==> config.mk <==
export PLATFORM = sky130hd
export DESIGN_NAME = cpwm_dt
export DESIGN_NICKNAME = d
export VERILOG_FILES = /design/src/rtl/cpwm_pkg.sv /design/src/rtl/cpwm_timebase.sv /design/src/rtl/cpwm_regs.sv /design/src/rtl/cpwm_deadband.sv /design/src/rtl/cpwm_dt.sv
export SDC_FILE = /design/constraint.sdc
export NUM_CORES = 1
export LEC_CHECK = 0
export ABC_AREA = 1
export BUFFER_PORTS_ARGS = -buffer_cell sky130_fd_sc_hd__buf_2
export CAP_MARGIN = 10
export CORE_MARGIN = 2
export CORE_UTILIZATION = 45
export CTS_BUF_LIST = sky130_fd_sc_hd__clkbuf_4 sky130_fd_sc_hd__clkbuf_8
export CTS_CLUSTER_SIZE = 25
export DETAILED_ROUTE_END_ITERATION = 7
export GPL_TIMING_DRIVEN = 0
export PLACE_DENSITY = 0.73
export SLEW_MARGIN = 20
export SYNTH_ARGS = -nofsm -noshare
export SYNTH_HDL_FRONTEND = slang
export SYNTH_SLANG_ARGS = --single-unit
==> constraint.sdc <==
create_clock -name clk -period 5.18 [get_ports clk]
set_clock_uncertainty 0.2 [all_clocks]
set_input_delay 0.777 -clock clk [delete_from_list [all_inputs] [get_ports clk]]
set_output_delay 0.777 -clock clk [all_outputs]
set_load 0.05 [all_outputs]
==> src/rtl/cpwm_pkg.sv <==
package cpwm_pkg;
  localparam int CNT_W  = 10;
  localparam int DATA_W = 8;
  localparam int GAP_W  = 7;

  // Drive level for one leg: base width in every sub-cycle plus a dither clock.
  function automatic logic pwm_level(input logic [CNT_W-1:0] cnt,
                                     input logic [CNT_W-1:0] duty,
                                     input logic [1:0]       k);
    logic [3:0]       nb;
    logic [CNT_W-1:0] pos, sub, base, ext;
    logic [CNT_W:0]   wid;
    nb   = 4'd10 - {2'b00, k};
    pos  = cnt & (10'h3FF >> k);
    sub  = cnt >> nb;
    base = duty >> k;
    ext  = duty & ~(10'h3FF << k);
    wid  = {1'b0, base} + {10'd0, (sub < ext)};
    return {1'b0, pos} < wid;
  endfunction

  // Dead gap in system clocks: (length + 1) scaled by the dead-time clock divider.
  function automatic logic [GAP_W-1:0] gap_cycles(input logic [2:0] len,
                                                  input logic [1:0] div);
    return ({4'd0, len} + 7'd1) << div;
  endfunction
endpackage

==> src/rtl/cpwm_timebase.sv <==
module cpwm_timebase
  import cpwm_pkg::*;
#(
  parameter int PS_W = 3
) (
  input  logic             clk,
  input  logic             rst_n,
  input  logic [PS_W-1:0]  clk_div,
  input  logic [1:0]       ext_bits,
  output logic [CNT_W-1:0] cnt,
  output logic             cycle_end,
  output logic             irq
);
  logic [PS_W-1:0] pre_cnt;
  logic            tick;
  logic            sub_end;
  logic [CNT_W-1:0] pos_mask;

  assign tick      = (pre_cnt >= clk_div);
  assign pos_mask  = 10'h3FF >> ext_bits;
  assign sub_end   = tick && ((cnt & pos_mask) == pos_mask);
  assign cycle_end = tick && (cnt == '1);

  always_ff @(posedge clk or negedge rst_n) begin
    if (!rst_n) begin
      pre_cnt <= '0;
      cnt     <= '0;
      irq     <= 1'b0;
    end else begin
      pre_cnt <= tick ? '0 : pre_cnt + 1'b1;
      if (tick) cnt <= cnt + 1'b1;
      irq <= sub_end;
    end
  end
endmodule

==> src/rtl/cpwm_regs.sv <==
module cpwm_regs
  import cpwm_pkg::*;
#(
  parameter int NUM_PAIRS = 3,
  parameter int ADDR_W    = 4,
  parameter int PASS_W    = 2 * NUM_PAIRS
) (
  input  logic                            clk,
  input  logic                            rst_n,
  input  logic                            wr_en,
  input  logic [ADDR_W-1:0]               wr_addr,
  input  logic [DATA_W-1:0]               wr_data,
  input  logic                            cycle_end,
  output logic [DATA_W-1:0]               ctrl_q,
  output logic [DATA_W-1:0]               time_q,
  output logic [PASS_W-1:0]               pass_q,
  output logic [NUM_PAIRS-1:0][CNT_W-1:0] act_duty
);
  localparam int DUTY_BASE = 4;
  logic [NUM_PAIRS-1:0][CNT_W-1:0] pend_duty;
  logic buf_en;

  assign buf_en = ctrl_q[5];

  always_ff @(posedge clk or negedge rst_n) begin
    if (!rst_n) begin
      ctrl_q    <= '0;
      time_q    <= '0;
      pass_q    <= '0;
      pend_duty <= '0;
      act_duty  <= '0;
    end else begin
      if (wr_en && wr_addr == ADDR_W'(0)) ctrl_q <= wr_data;
      if (wr_en && wr_addr == ADDR_W'(1)) time_q <= wr_data;
      if (wr_en && wr_addr == ADDR_W'(2)) pass_q <= wr_data[PASS_W-1:0];
      for (int p = 0; p < NUM_PAIRS; p++) begin
        if (wr_en && wr_addr == ADDR_W'(DUTY_BASE + 2*p))
          pend_duty[p][9:2] <= wr_data;
        if (wr_en && wr_addr == ADDR_W'(DUTY_BASE + 2*p + 1))
          pend_duty[p][1:0] <= wr_data[1:0];
        if (!buf_en || cycle_end)
          act_duty[p] <= pend_duty[p];
      end
    end
  end
endmodule

==> src/rtl/cpwm_deadband.sv <==
module cpwm_deadband
  import cpwm_pkg::*;
(
  input  logic             clk,
  input  logic             rst_n,
  input  logic             raw,
  input  logic             pair_en,
  input  logic [GAP_W-1:0] gap_load,
  output logic             h_on,
  output logic             l_on
);
  logic             prev;
  logic [GAP_W-1:0] gap;

  always_ff @(posedge clk or negedge rst_n) begin
    if (!rst_n) begin
      prev <= 1'b0;
      gap  <= '0;
      h_on <= 1'b0;
      l_on <= 1'b0;
    end else if (!pair_en) begin
      prev <= raw;
      gap  <= gap_load;
      h_on <= 1'b0;
      l_on <= 1'b0;
    end else if (raw != prev) begin
      prev <= raw;
      gap  <= gap_load;
      h_on <= (gap_load == '0) && raw;
      l_on <= (gap_load == '0) && !raw;
    end else if (gap > GAP_W'(1)) begin
      gap <= gap - 1'b1;
    end else begin
      gap  <= '0;
      h_on <= prev;
      l_on <= !prev;
    end
  end
endmodule

==> src/rtl/cpwm_dt.sv <==
module cpwm_dt
  import cpwm_pkg::*;
#(
  parameter int NUM_PAIRS = 3,
  parameter int ADDR_W    = 4,
  parameter int PS_W      = 3
) (
  input  logic                 clk,
  input  logic                 rst_n,
  input  logic                 wr_en,
  input  logic [ADDR_W-1:0]    wr_addr,
  input  logic [DATA_W-1:0]    wr_data,
  output logic [NUM_PAIRS-1:0] pwm_hi,
  output logic [NUM_PAIRS-1:0] pwm_lo,
  output logic                 irq
);
  localparam int PASS_W = 2 * NUM_PAIRS;

  logic [DATA_W-1:0]               ctrl_q, time_q;
  logic [PASS_W-1:0]               pass_q;
  logic [NUM_PAIRS-1:0][CNT_W-1:0] act_duty;
  logic [CNT_W-1:0]                cnt;
  logic                            cycle_end;
  logic [NUM_PAIRS-1:0]            raw, pair_en, h_on, l_on;
  logic                            run, hi_en, lo_en, dt_en, pol_low, buf_en;
  logic [1:0]                      ext_bits;
  logic [GAP_W-1:0]                gap_load;

  assign run      = ctrl_q[0];
  assign hi_en    = ctrl_q[1];
  assign lo_en    = ctrl_q[2];
  assign dt_en    = ctrl_q[3];
  assign pol_low  = ctrl_q[4];
  assign buf_en   = ctrl_q[5];
  assign ext_bits = ctrl_q[7:6];
  assign gap_load = dt_en ? gap_cycles(time_q[7:5], time_q[4:3]) : '0;

  cpwm_regs #(.NUM_PAIRS(NUM_PAIRS), .ADDR_W(ADDR_W), .PASS_W(PASS_W)) u_regs (
    .clk(clk), .rst_n(rst_n), .wr_en(wr_en), .wr_addr(wr_addr), .wr_data(wr_data),
    .cycle_end(cycle_end), .ctrl_q(ctrl_q), .time_q(time_q), .pass_q(pass_q),
    .act_duty(act_duty)
  );

  cpwm_timebase #(.PS_W(PS_W)) u_tb (
    .clk(clk), .rst_n(rst_n), .clk_div(time_q[PS_W-1:0]), .ext_bits(ext_bits),
    .cnt(cnt), .cycle_end(cycle_end), .irq(irq)
  );

  for (genvar p = 0; p < NUM_PAIRS; p++) begin : g_leg
    assign raw[p]     = pwm_level(cnt, act_duty[p], ext_bits);
    assign pair_en[p] = run & hi_en & lo_en & pass_q[2*p] & pass_q[2*p+1];
    cpwm_deadband u_db (
      .clk(clk), .rst_n(rst_n), .raw(raw[p]), .pair_en(pair_en[p]),
      .gap_load(gap_load), .h_on(h_on[p]), .l_on(l_on[p])
    );
    assign pwm_hi[p] = h_on[p] ^ pol_low;
    assign pwm_lo[p] = l_on[p] ^ pol_low;
  end
endmodule

After elaboration in Yosys (flattened, before gate mapping)
Cells that the tools add are included.
- $add $sub $neg: 10
- order comparisons: 10
- equality and inequality tests: 19
- shift-type cells: 7
- muxes and demuxes: 35
- bitwise logic cells: 19
- reduce and logical (&&, ||, !) cells: 27
- operators with widths (cell ; count):
    7-bit 2-to-1 mux ; 10
    10-bit AND ; 4
    10-bit by 1-bit adder with 11-bit output ; 3
    10-bit by 11-bit less-than comparator with 1-bit output ; 3
    10-bit less-than comparator ; 3
    10-bit by 2-bit right shift with 10-bit output ; 3
    1-bit 2-to-1 mux ; 24
    7-bit by 1-bit greater-than comparator with 1-bit output, second input constant ; 3
    7-bit by 1-bit subtractor with 7-bit output, second input constant ; 3
    1-bit logical AND ; 17
    4-bit by 3-bit equality test with 1-bit output, second input constant ; 4
    10-bit by 1-bit adder with 10-bit output, second input constant ; 1
    10-bit equality test ; 1
    10-bit equality test, second input constant ; 1
    10-bit NOT ; 1
    10-bit by 2-bit left shift with 10-bit output, first input constant ; 1
    10-bit by 2-bit right shift with 10-bit output, first input constant ; 1
    10-bit by 4-bit right shift with 10-bit output ; 1
    3-bit != test, second input constant ; 3
    1-bit AND ; 8
    4-bit equality test, second input constant ; 2
    1-bit logical NOT ; 7
    7-bit logical NOT ; 1
    4-bit by 2-bit left shift with 7-bit output ; 1
    12 further kinds ; 21
- flip-flop bits (word level): 126
- input port bits: 15
- output and inout bits: 7
- word-level logic and storage cells: 154

Longest topological paths before layout
Gate-level depths: netlist of the first run.
- depth in word-level cells: 10
- mapped depth: 34
- gate-level depth less buffers: 31

Cells and area by module
From an unflattened synthesis of the first run, not the netlist that was laid out.
- cells, all modules: 1254
- area total of the unflattened synthesis: 8821.0 um^2
- modules (own cells, without submodules) (module ; instances ; cells an instance ; area each (um^2) ; seq. area each (um^2)):
    cpwm_regs ; 1 ; 377 ; 3462.1 ; 2052.0
    cpwm_dt ; 1 ; 509 ; 2702.6 ; 0.0
    cpwm_deadband ; 3 ; 86 ; 608.1 ; 250.2
    cpwm_timebase ; 1 ; 110 ; 832.0 ; 350.3

Least setup slack after synthesis of the first run
Ideal clock, no wire load.
- path kind: reg-to-reg
- start: register u_regs.ctrl_q[6]
- end: register g_leg[1].u_db.gap[4]
- setup time: 0.119 ns
- data arrival time: 4.380 ns
- data required time: 4.861 ns
- path slack: 0.480 ns
- cell stages (with the launch flop): 34
- path buffers: 3
- clock period less this slack: 4.700 ns
- cells stage by stage: dfrtp_1 > buf_6 > inv_2 > buf_6 > buf_4 > ha_1 > inv_1 > nor2_1 > inv_1 > o21ai_0 > ha_1 > a21o_1 > a211oi_1 > ha_1 > ha_1 > nand3_1 > nor2_4 > and3_1 > xor2_1 > ha_1 > nand2_1 > inv_1 > a21oi_1 > nand2_1 > nand2_1 > nand2_1 > nand2_1 > nand2_1 > nand2_4 > nand2_4 > nand2_4 > nand2_4 > nand2_1 > nand2_1
- longest elaborated chain between the ends: 9
- elaborated cells between the ends (all ways): 14
- classes of those cells: add/sub (2); order compare (2); eq/ne (1); shift (4); mux (2); bitwise (3)
- RTL lines (item ; RTL line ; source):
    start, declared ; cpwm_regs.sv:14 ; output logic [DATA_W-1:0] ctrl_q,
    start signal, assigned ; cpwm_regs.sv:33 ; if (wr_en && wr_addr == ADDR_W'(0)) ctrl_q <= wr_data;
    parallel branches: the longest is 5 deep, another holds 10-bit by 1-bit adder with 11-bit output ; - ;
    10-bit by 11-bit less-than comparator with 1-bit output * ; cpwm_pkg.sv:19 ; return {1'b0, pos} < wid;
    1-bit != test * ; cpwm_deadband.sv:26 ; end else if (raw != prev) begin
    7-bit 2-to-1 mux * ; cpwm_deadband.sv:26 ;
    7-bit 2-to-1 mux * ; cpwm_deadband.sv:21 ; end else if (!pair_en) begin
    end signal, assigned ; cpwm_deadband.sv:23 ; gap <= gap_load;
    end signal, assigned ; cpwm_deadband.sv:28 ; gap <= gap_load;
    end signal, assigned ; cpwm_deadband.sv:32 ; gap <= gap - 1'b1;
    end, declared ; cpwm_deadband.sv:13 ; logic [GAP_W-1:0] gap;
Mark *: on every way between the ends.
A chain may end at the register's enable or synchronous reset.

Final worst setup path of the first run
- start: register u_regs.ctrl_q[6]
- end: register g_leg[2].u_db.h_on
- longest elaborated chain between the ends: 9
- elaborated cells between the ends (all ways): 16
- classes of those cells: add/sub (2); order compare (2); eq/ne (2); shift (4); mux (2); bitwise (3); reduce/logical (1)
- RTL lines (item ; RTL line ; source):
    parallel branches: the longest is 5 deep, another holds 10-bit by 1-bit adder with 11-bit output ; - ;
    10-bit by 11-bit less-than comparator with 1-bit output * ; cpwm_pkg.sv:19 ;
    1-bit != test / 1-bit logical AND (equally long branches) ; cpwm_deadband.sv:26, cpwm_deadband.sv:29 ;
    1-bit 2-to-1 mux ; cpwm_deadband.sv:26 ;
    1-bit 2-to-1 mux ; cpwm_deadband.sv:21 ;
    end signal, assigned ; cpwm_deadband.sv:29 ; h_on <= (gap_load == '0) && raw;
    end signal, assigned ; cpwm_deadband.sv:35 ; h_on <= prev;
    end, declared ; cpwm_deadband.sv:9 ; output logic h_on,
Marked as above.

==> results of run 1 <==
## kinds of logic (layout without fill, tap and decap cells)
family / count (synthesis) / in the layout
and+or+nand+nor: 527 / 527
buffers and inverters: 154 / 219
AOI/OAI and AO/OA: 147 / 147
DFF: 126 / 126
adders and majority gates: 53 / 53
xor gates and xnor gates: 52 / 52
muxes: 1 / 1
## path summary, 6_finish.rpt
kind                                     start                   end  cells past startpoint
max                           u_regs.ctrl_q[6]    g_leg[2].u_db.h_on                     34
min                        u_regs.pend_duty[4]    u_regs.act_duty[4]                      2
max reg2reg                   u_regs.ctrl_q[6]    g_leg[2].u_db.h_on                     34
min reg2reg                u_regs.pend_duty[4]    u_regs.act_duty[4]                      2
max in group asynchronous                rst_n  g_leg[0].u_db.gap[3]                      3
min in group asynchronous                rst_n       u_tb.pre_cnt[1]                      2
## metrics by stage
stage / hold WS, ps / instance area [um^2]
final: 274.6 / 9057
after global routing: 292.8 / 9057
after CTS: 275.1 / 8927
after detailed placement: 256.5 / 8477
after global placement: 251.2 / 8439
after floorplan: 232.2 / 8053
## area by class of cell
type	count	area, um^2
buffer	29	168.9
clock buffer	21	289.0
clock inverter	11	130.1
fill	1661	8359
inverter	121	454.2
multi-input combinational	780	4313
sequential	126	3153
tap	225	281.5
timing repair buffer	37	267.8
## sequential cells by signal, indices dropped and copies added, names as in the netlist
signal            flops
u_regs.act_duty      30
u_regs.pend_duty     30
g_leg.u_db.gap       21
u_tb.cnt             10
u_regs.ctrl_q         8
u_regs.time_q         8
u_regs.pass_q         6
g_leg.u_db.h_on       3
g_leg.u_db.l_on       3
g_leg.u_db.prev       3
u_tb.pre_cnt          3
u_tb.irq              1
## power breakdown
part / leakage [uW] / total (uW) / internal [uW] / switching, uW
sequential: 0.00159 / 1410 / 1210 / 204
clock: 0.000201 / 894 / 482 / 412
combinational: 0.00286 / 2100 / 788 / 1310
total: 0.00465 / 4410 / 2480 / 1920
## critical path: cells and delay by family, from the launching register on
family	cells	cell delay (ps)
AO/OA/AOI/OAI	5	700
buffers and inverters	7	800
flip-flops	1	390
adder cells (fa/ha/maj)	5	1130
AND/OR/NAND/NOR	16	1470
XOR/XNOR	1	180
## per-layer routing
metal	routed length, um	track usage (%)
met5	0	0
met4	426	6.803
met3	836	4.415
met2	8715	34.41
met1	8704	28.20
## placed cells by master, fill, tap and decap left out, types with 10 or more instances in the layout
master	instances
a21oi_1	30
buf_2	26
buf_4	16
clkbuf_1	13
clkbuf_8	21
dfrtp_1	126
ha_1	47
inv_1	116
nand2_1	336
nand3_1	51
nand4_1	32
nor2_1	65
o21ai_0	52
o21ai_1	35
o21ai_2	10
xnor2_1	17
xor2_1	35
## repair_timing
item | CTS | global route
pin swaps | 0 | 11
setup buffers | 0 | 14
endpoints found under the hold margin | 35 | 0
hold buffers | 1 | 0
endpoints found under the setup margin | 27 | 27
gates resized for setup | 4 | 11
==> summary.md, run 1 <==
| Metric | Value |
|---|---|
| Status | complete, no violations |
| Main synth FF type | dfrtp_1 |
| Top cell type's share of synthesized area | 39.15% |
| Die ar. | 0.01898 mm^2 |
| Ant diodes | 0 |
| Most frequent cell after synthesis | nand2_1 |
| Number of synthesized register bits | 126 |
| Critical Path RT | 5360 ps |
| Iter 0 DRT Violations | 386 |
| Layout cells sized above 1 | 12.27% |
| Final hold vios | 0 |
| Die Wd | 137.8 um |
| TritonCTS clock tree | yes |
| Vias in the first global route | 6524 |
| Core Footprint | 0.01742 mm^2 |
| Achievable Freq | 201.5 MHz |
| Xor/xnor share of the synthesized area | 5.656% |
| Worst setup EP type | flip-flop |
| Critical-path cell with the highest stage delay | dfrtp_1 |
| Simple-gate portion of the synthesized area | 28.59% |
| Post-place setup slack | -254.7 ps |
| Largest net degree at the start of global routing | 92 |
| Final Max Slew Viols | 0 |
| Cell count after synthesis | 1060 |
| Min cycle time layout | 4962 ps |
| Congestion Overflow GR | 0 |
| Worst setup margin | 218.2 ps |
| Main combinational cell family by area after synthesis | simple AND/OR/NAND/NOR gates |
| DRT Pass-1 Iters | 5 |
| Yosys cell types | 41 |
| Syn. warnings | 0 |
| Clock Sinks | 126 |
| Worst path max stage delay | 390 ps |
| Async set-or-reset flop fraction in the synthesized netlist | 100.0% |
| Post-Syn Area | 0.008053 mm^2 |
| # setup viols final | 0 |
| Net count, final | 1180 |
| Max-Cap Viols | 0 |
| Synth area leaders | dfrtp_1 39%, nand2_1 16%, ha_1 8.2% |
| Drt via density | 5.134 |
| H-tree Lvls | 4 |
| Arr. time, crit path | 5140 ps |
| Synth Area in Compound Gates | 10.22% |
| PD cells | 486.4 mW/mm^2 |
| Dominant cell type by area after synthesis | dfrtp_1 |
| Worst Tran Pin Value | 743.7 ps |
| Most frequent CP cell | nand2_1 |
| Crit Path Category | flip-flop to flip-flop |
| Die H | 137.8 um |
| Routed wire per std cell | 13.84 um |
| Cts bufs inserted | 17 |
| Hold crit path type | flip-flop to flip-flop |
| Seq/Total Area, Yosys | 39.15% |
| First-pass GRT wire length | 31280 um |
| Startpoint Class | flip-flop |
| Mux cell area share after synthesis | 0.1398% |
| Insertion delay to the later sink of the worst-skew pair | 450 ps |
| Post-synth EDFFs | 0 |
| Crit-path max FO | 19 |
| IO Count | 22 |
| Post-Syn Nets | 1128 |
| Final worst-path cycle share | 95.79% |
| Via count | 6931 |
| Rows | 48 |
| Leakage | 0.004650 uW |
| Setup_tns | 0 ps |
| Maximum vdd ir drop | 0.3232 mV |
| Starting Density | 46.24% |
| Post-layout power | 4405 uW |
| Routed wire length | 18680 um |
| Total GRT Usage | 21.12% |
| Final HPWL DP | 14160 um |
| Initial antenna violation count | 0 |
| Adder-cell area share of the yosys netlist | 8.235% |
| Reg2Reg Setup Slack | 220 ps |
| GPL Wtd Cong | 0.8643 |
| Root buffer selected by CTS | clkbuf_8 |
| Clk slew on worst S/H paths | 80 ps |
| Synth cell count leaders | 336 x nand2_1, 126 x dfrtp_1, 116 x inv_1 |
| Layout area overhead | 12.48% |
| Synthesized area per cell | 7.597 um^2 |
| Post-Layout Cell Count | 1350 |
| DRC Markers | 0 |
| Placed Cells incl. Taps | 1307 |
| Antenna Nets Post-Route | 0 |
| Final Core Density | 52.00% |
| Slew margin rel. | 50.04% |
| I/O Buffers | 21 |
| Longest Clk Path Bufs | 2 |
Power figures use the tool's default switching activity.
==> inputs of run 2 (changes only) <==
--- a/config.mk
+++ b/config.mk
@@ -8,13 +8,15 @@
 export ABC_AREA = 1
 export BUFFER_PORTS_ARGS = -buffer_cell sky130_fd_sc_hd__buf_2
 export CAP_MARGIN = 10
+export CELL_PAD_IN_SITES_DETAIL_PLACEMENT = 1
+export CELL_PAD_IN_SITES_GLOBAL_PLACEMENT = 2
 export CORE_MARGIN = 2
-export CORE_UTILIZATION = 45
+export CORE_UTILIZATION = 39
 export CTS_BUF_LIST = sky130_fd_sc_hd__clkbuf_4 sky130_fd_sc_hd__clkbuf_8
 export CTS_CLUSTER_SIZE = 25
 export DETAILED_ROUTE_END_ITERATION = 7
 export GPL_TIMING_DRIVEN = 0
-export PLACE_DENSITY = 0.73
+export PLACE_DENSITY = 0.95
 export SLEW_MARGIN = 20
 export SYNTH_ARGS = -nofsm -noshare
 export SYNTH_HDL_FRONTEND = slang
==> run 2 against run 1 <==
Setup slack improved by 110 ps. Via count increased by 2.4%. Sequential power about the same. Register-to-register slack improved by 110 ps. Critical path depth decreased by 1. Global-route usage increased by 0.52 points. Worst hold slack improved by 3.1 ps. Sequential share of layout area decreased by 0.54 points. Critical path type unchanged. Largest power group unchanged.
==> summary.md, run 2 (same netlist as run 1, synthesis figures left out) <==
| Metric | Value |
|---|---|
| Status | complete, no violations (unchanged) |
| Layout area overhead | 14.25% (was 12.48%) |
| Cts bufs inserted | 17 (unchanged) |
| Leakage | 0.004681 uW (was 0.004650 uW) |
| First-pass GRT wire length | 37780 um (was 31280 um) |
| Iter 0 DRT Violations | 398 (was 386) |
| I/O Buffers | 21 (unchanged) |
| Starting Density | 39.80% (was 46.24%) |
| Post-Layout Cell Count | 1405 (was 1350) |
| # setup viols final | 0 (unchanged) |
| Final Max Slew Viols | 0 (unchanged) |
| Die H | 147.7 um (was 137.8 um) |
| Commonest cells after routing, fill and taps aside | 329 x nand2_1, 126 x dfrtp_1, 116 x inv_1, 65 x nor2_1, 53 x o21ai_0 (was 336 x nand2_1, 126 x dfrtp_1, 116 x inv_1, 65 x nor2_1, 52 x o21ai_0) |
| Final hold vios | 0 (unchanged) |
| Routed wire length | 22580 um (was 18680 um) |
| Die ar. | 0.02181 mm^2 (was 0.01898 mm^2) |
| Reg2Reg Setup Slack | 320 ps (was 220 ps) |
| Vias in the first global route | 7402 (was 6524) |
| Drt via density | 5.049 (was 5.134) |
| Final HPWL DP | 16870 um (was 14160 um) |
| Ant diodes | 0 (unchanged) |
| Net count, final | 1191 (was 1180) |
| Critical-path cell with the highest stage delay | dfrtp_1 (unchanged) |
| DRC Markers | 0 (unchanged) |
| PD cells | 482.6 mW/mm^2 (was 486.4 mW/mm^2) |
| Crit-path max FO | 10 (was 19) |
| Rows | 52 (was 48) |
| Antenna Nets Post-Route | 0 (unchanged) |
| Die Wd | 147.7 um (was 137.8 um) |
| Worst Tran Pin Value | 775.2 ps (was 743.7 ps) |
| TritonCTS clock tree | yes (unchanged) |
| IO Count | 22 (unchanged) |
| Most frequent CP cell | nand2_1 (unchanged) |
| DRT Pass-1 Iters | 5 (unchanged) |
| Routed wire per std cell | 16.07 um (was 13.84 um) |
| Commonest non-fill, non-tap cell in the layout | nand2_1 (unchanged) |
| Congestion Overflow GR | 0 (unchanged) |
| Worst setup EP type | flip-flop (unchanged) |
| Setup_tns | 0 ps (unchanged) |
| Post-place setup slack | -377.3 ps (was -254.7 ps) |
| Min cycle time layout | 4856 ps (was 4962 ps) |
| Critical Path RT | 5360 ps (about the same) |
| Crit Path Category | flip-flop to flip-flop (unchanged) |
| Slew margin rel. | 47.92% (was 50.04%) |
| Placed Cells incl. Taps | 1352 (was 1307) |
| Fillers | 2527 (was 1661) |
| Final worst-path cycle share | 93.74% (was 95.79%) |
| Initial antenna violation count | 0 (unchanged) |
| Biggest regs | u_regs.act_duty: 30 flops, u_regs.pend_duty: 30 flops, g_leg.u_db.gap: 21 flops (unchanged) |
| Achievable Freq | 205.9 MHz (was 201.5 MHz) |
| Hold Slack | 277.7 ps (was 274.6 ps) |
| Startpoint Class | flip-flop (unchanged) |
| Worst setup margin | 324.3 ps (was 218.2 ps) |
| Root buffer selected by CTS | clkbuf_8 (unchanged) |
| Worst path max stage delay | 370 ps (was 390 ps) |
| Arr. time, crit path | 5030 ps (was 5140 ps) |
| Hold crit path type | flip-flop to flip-flop (unchanged) |
| Insertion delay to the later sink of the worst-skew pair | 450 ps (about the same) |
| GPL Wtd Cong | 0.8161 (was 0.8643) |
| H-tree Lvls | 4 (unchanged) |
| Core Footprint | 0.02023 mm^2 (was 0.01742 mm^2) |
| Longest Clk Path Bufs | 2 (unchanged) |
| Clock Sinks | 126 (unchanged) |
| Maximum vdd ir drop | 0.2241 mV (was 0.3232 mV) |
| Clk slew on worst S/H paths | 70 ps (was 80 ps) |
| Layout cells sized above 1 | 14.54% (was 12.27%) |
| Largest net degree at the start of global routing | 95 (was 92) |
| Total GRT Usage | 21.64% (was 21.12%) |
| Via count | 7094 (was 6931) |
| Max-Cap Viols | 0 (unchanged) |
run 2: layer usage:
layer	vias to the layer above	track usage, %	part of all wire (%)
li1	3550	-	-
met1	3442	29.96	49
met2	72	35.30	47
met3	30	3.056	1.9
met4	0	6.587	2.1
met5	-	0	0
run 2: worst paths after layout:
path                                  start                   end  depth (start not counted)
setup / recovery           u_regs.ctrl_q[6]    g_leg[2].u_db.l_on                         33
hold / removal              u_tb.pre_cnt[0]       u_tb.pre_cnt[0]                          1
setup reg to reg           u_regs.ctrl_q[6]    g_leg[2].u_db.l_on                         33
hold reg to reg             u_tb.pre_cnt[0]       u_tb.pre_cnt[0]                          1
max in group asynchronous             rst_n    g_leg[1].u_db.h_on                          3
min in group asynchronous             rst_n  u_regs.pend_duty[10]                          2
run 2: cell type report:
| type | count | area, um^2 | area share [%] |
|---|---|---|---|
| Tap cell | 270 | 337.8 | 3.672 |
| Clock inverter | 10 | 67.56 | 0.7344 |
| Clock buffer | 21 | 270.3 | 2.938 |
| Inverter | 121 | 456.7 | 4.964 |
| Sequential cell | 126 | 3153 | 34.27 |
| Buffer | 30 | 187.7 | 2.040 |
| Multi-Input combinational cell | 781 | 4389 | 47.71 |
| Timing Repair Buffer | 46 | 337.8 | 3.672 |
run 2: worst max-delay path, delay by kind of cell (launching register included):
| family | cells | cell delay, ps |
|---|---|---|
| and+or+nand+nor | 16 | 1440 |
| adders and majority gates | 5 | 1320 |
| AOI/OAI and AO/OA | 5 | 690 |
| buffers and inverters | 6 | 590 |
| DFF | 1 | 370 |
| xor gates and xnor gates | 1 | 180 |
run 2: what timing repair did:
action / in CTS / in global routing
hold buffers: 1 / 0
setup buffers: 0 / 23
gates cloned: 0 / 1
endpoints found under the hold margin: 32 / 0
resized for setup: 9 / 30
endpoints found under the setup margin: 27 / 27
pin swaps: 0 / 17
run 2: power by group:
group	leakage (uW)	internal [uW]	total [uW]	switching, uW
sequential	0.00159	1210	1420	213
clock	0.000168	354	760	406
combinational	0.00292	843	2260	1410
total	0.00468	2410	4440	2030
run 2: through the flow:
step	total power, uW	instance area, um^2	util [%]
2_1_floorplan	2901	8053	-
3_3_place_gp	3398	8496	41.99
3_5_place_dp	3484	8533	42.17
4_1_cts	4295	8917	44.07
5_1_grt	4855	9200	45.47
6_report	4440	9200	45.47
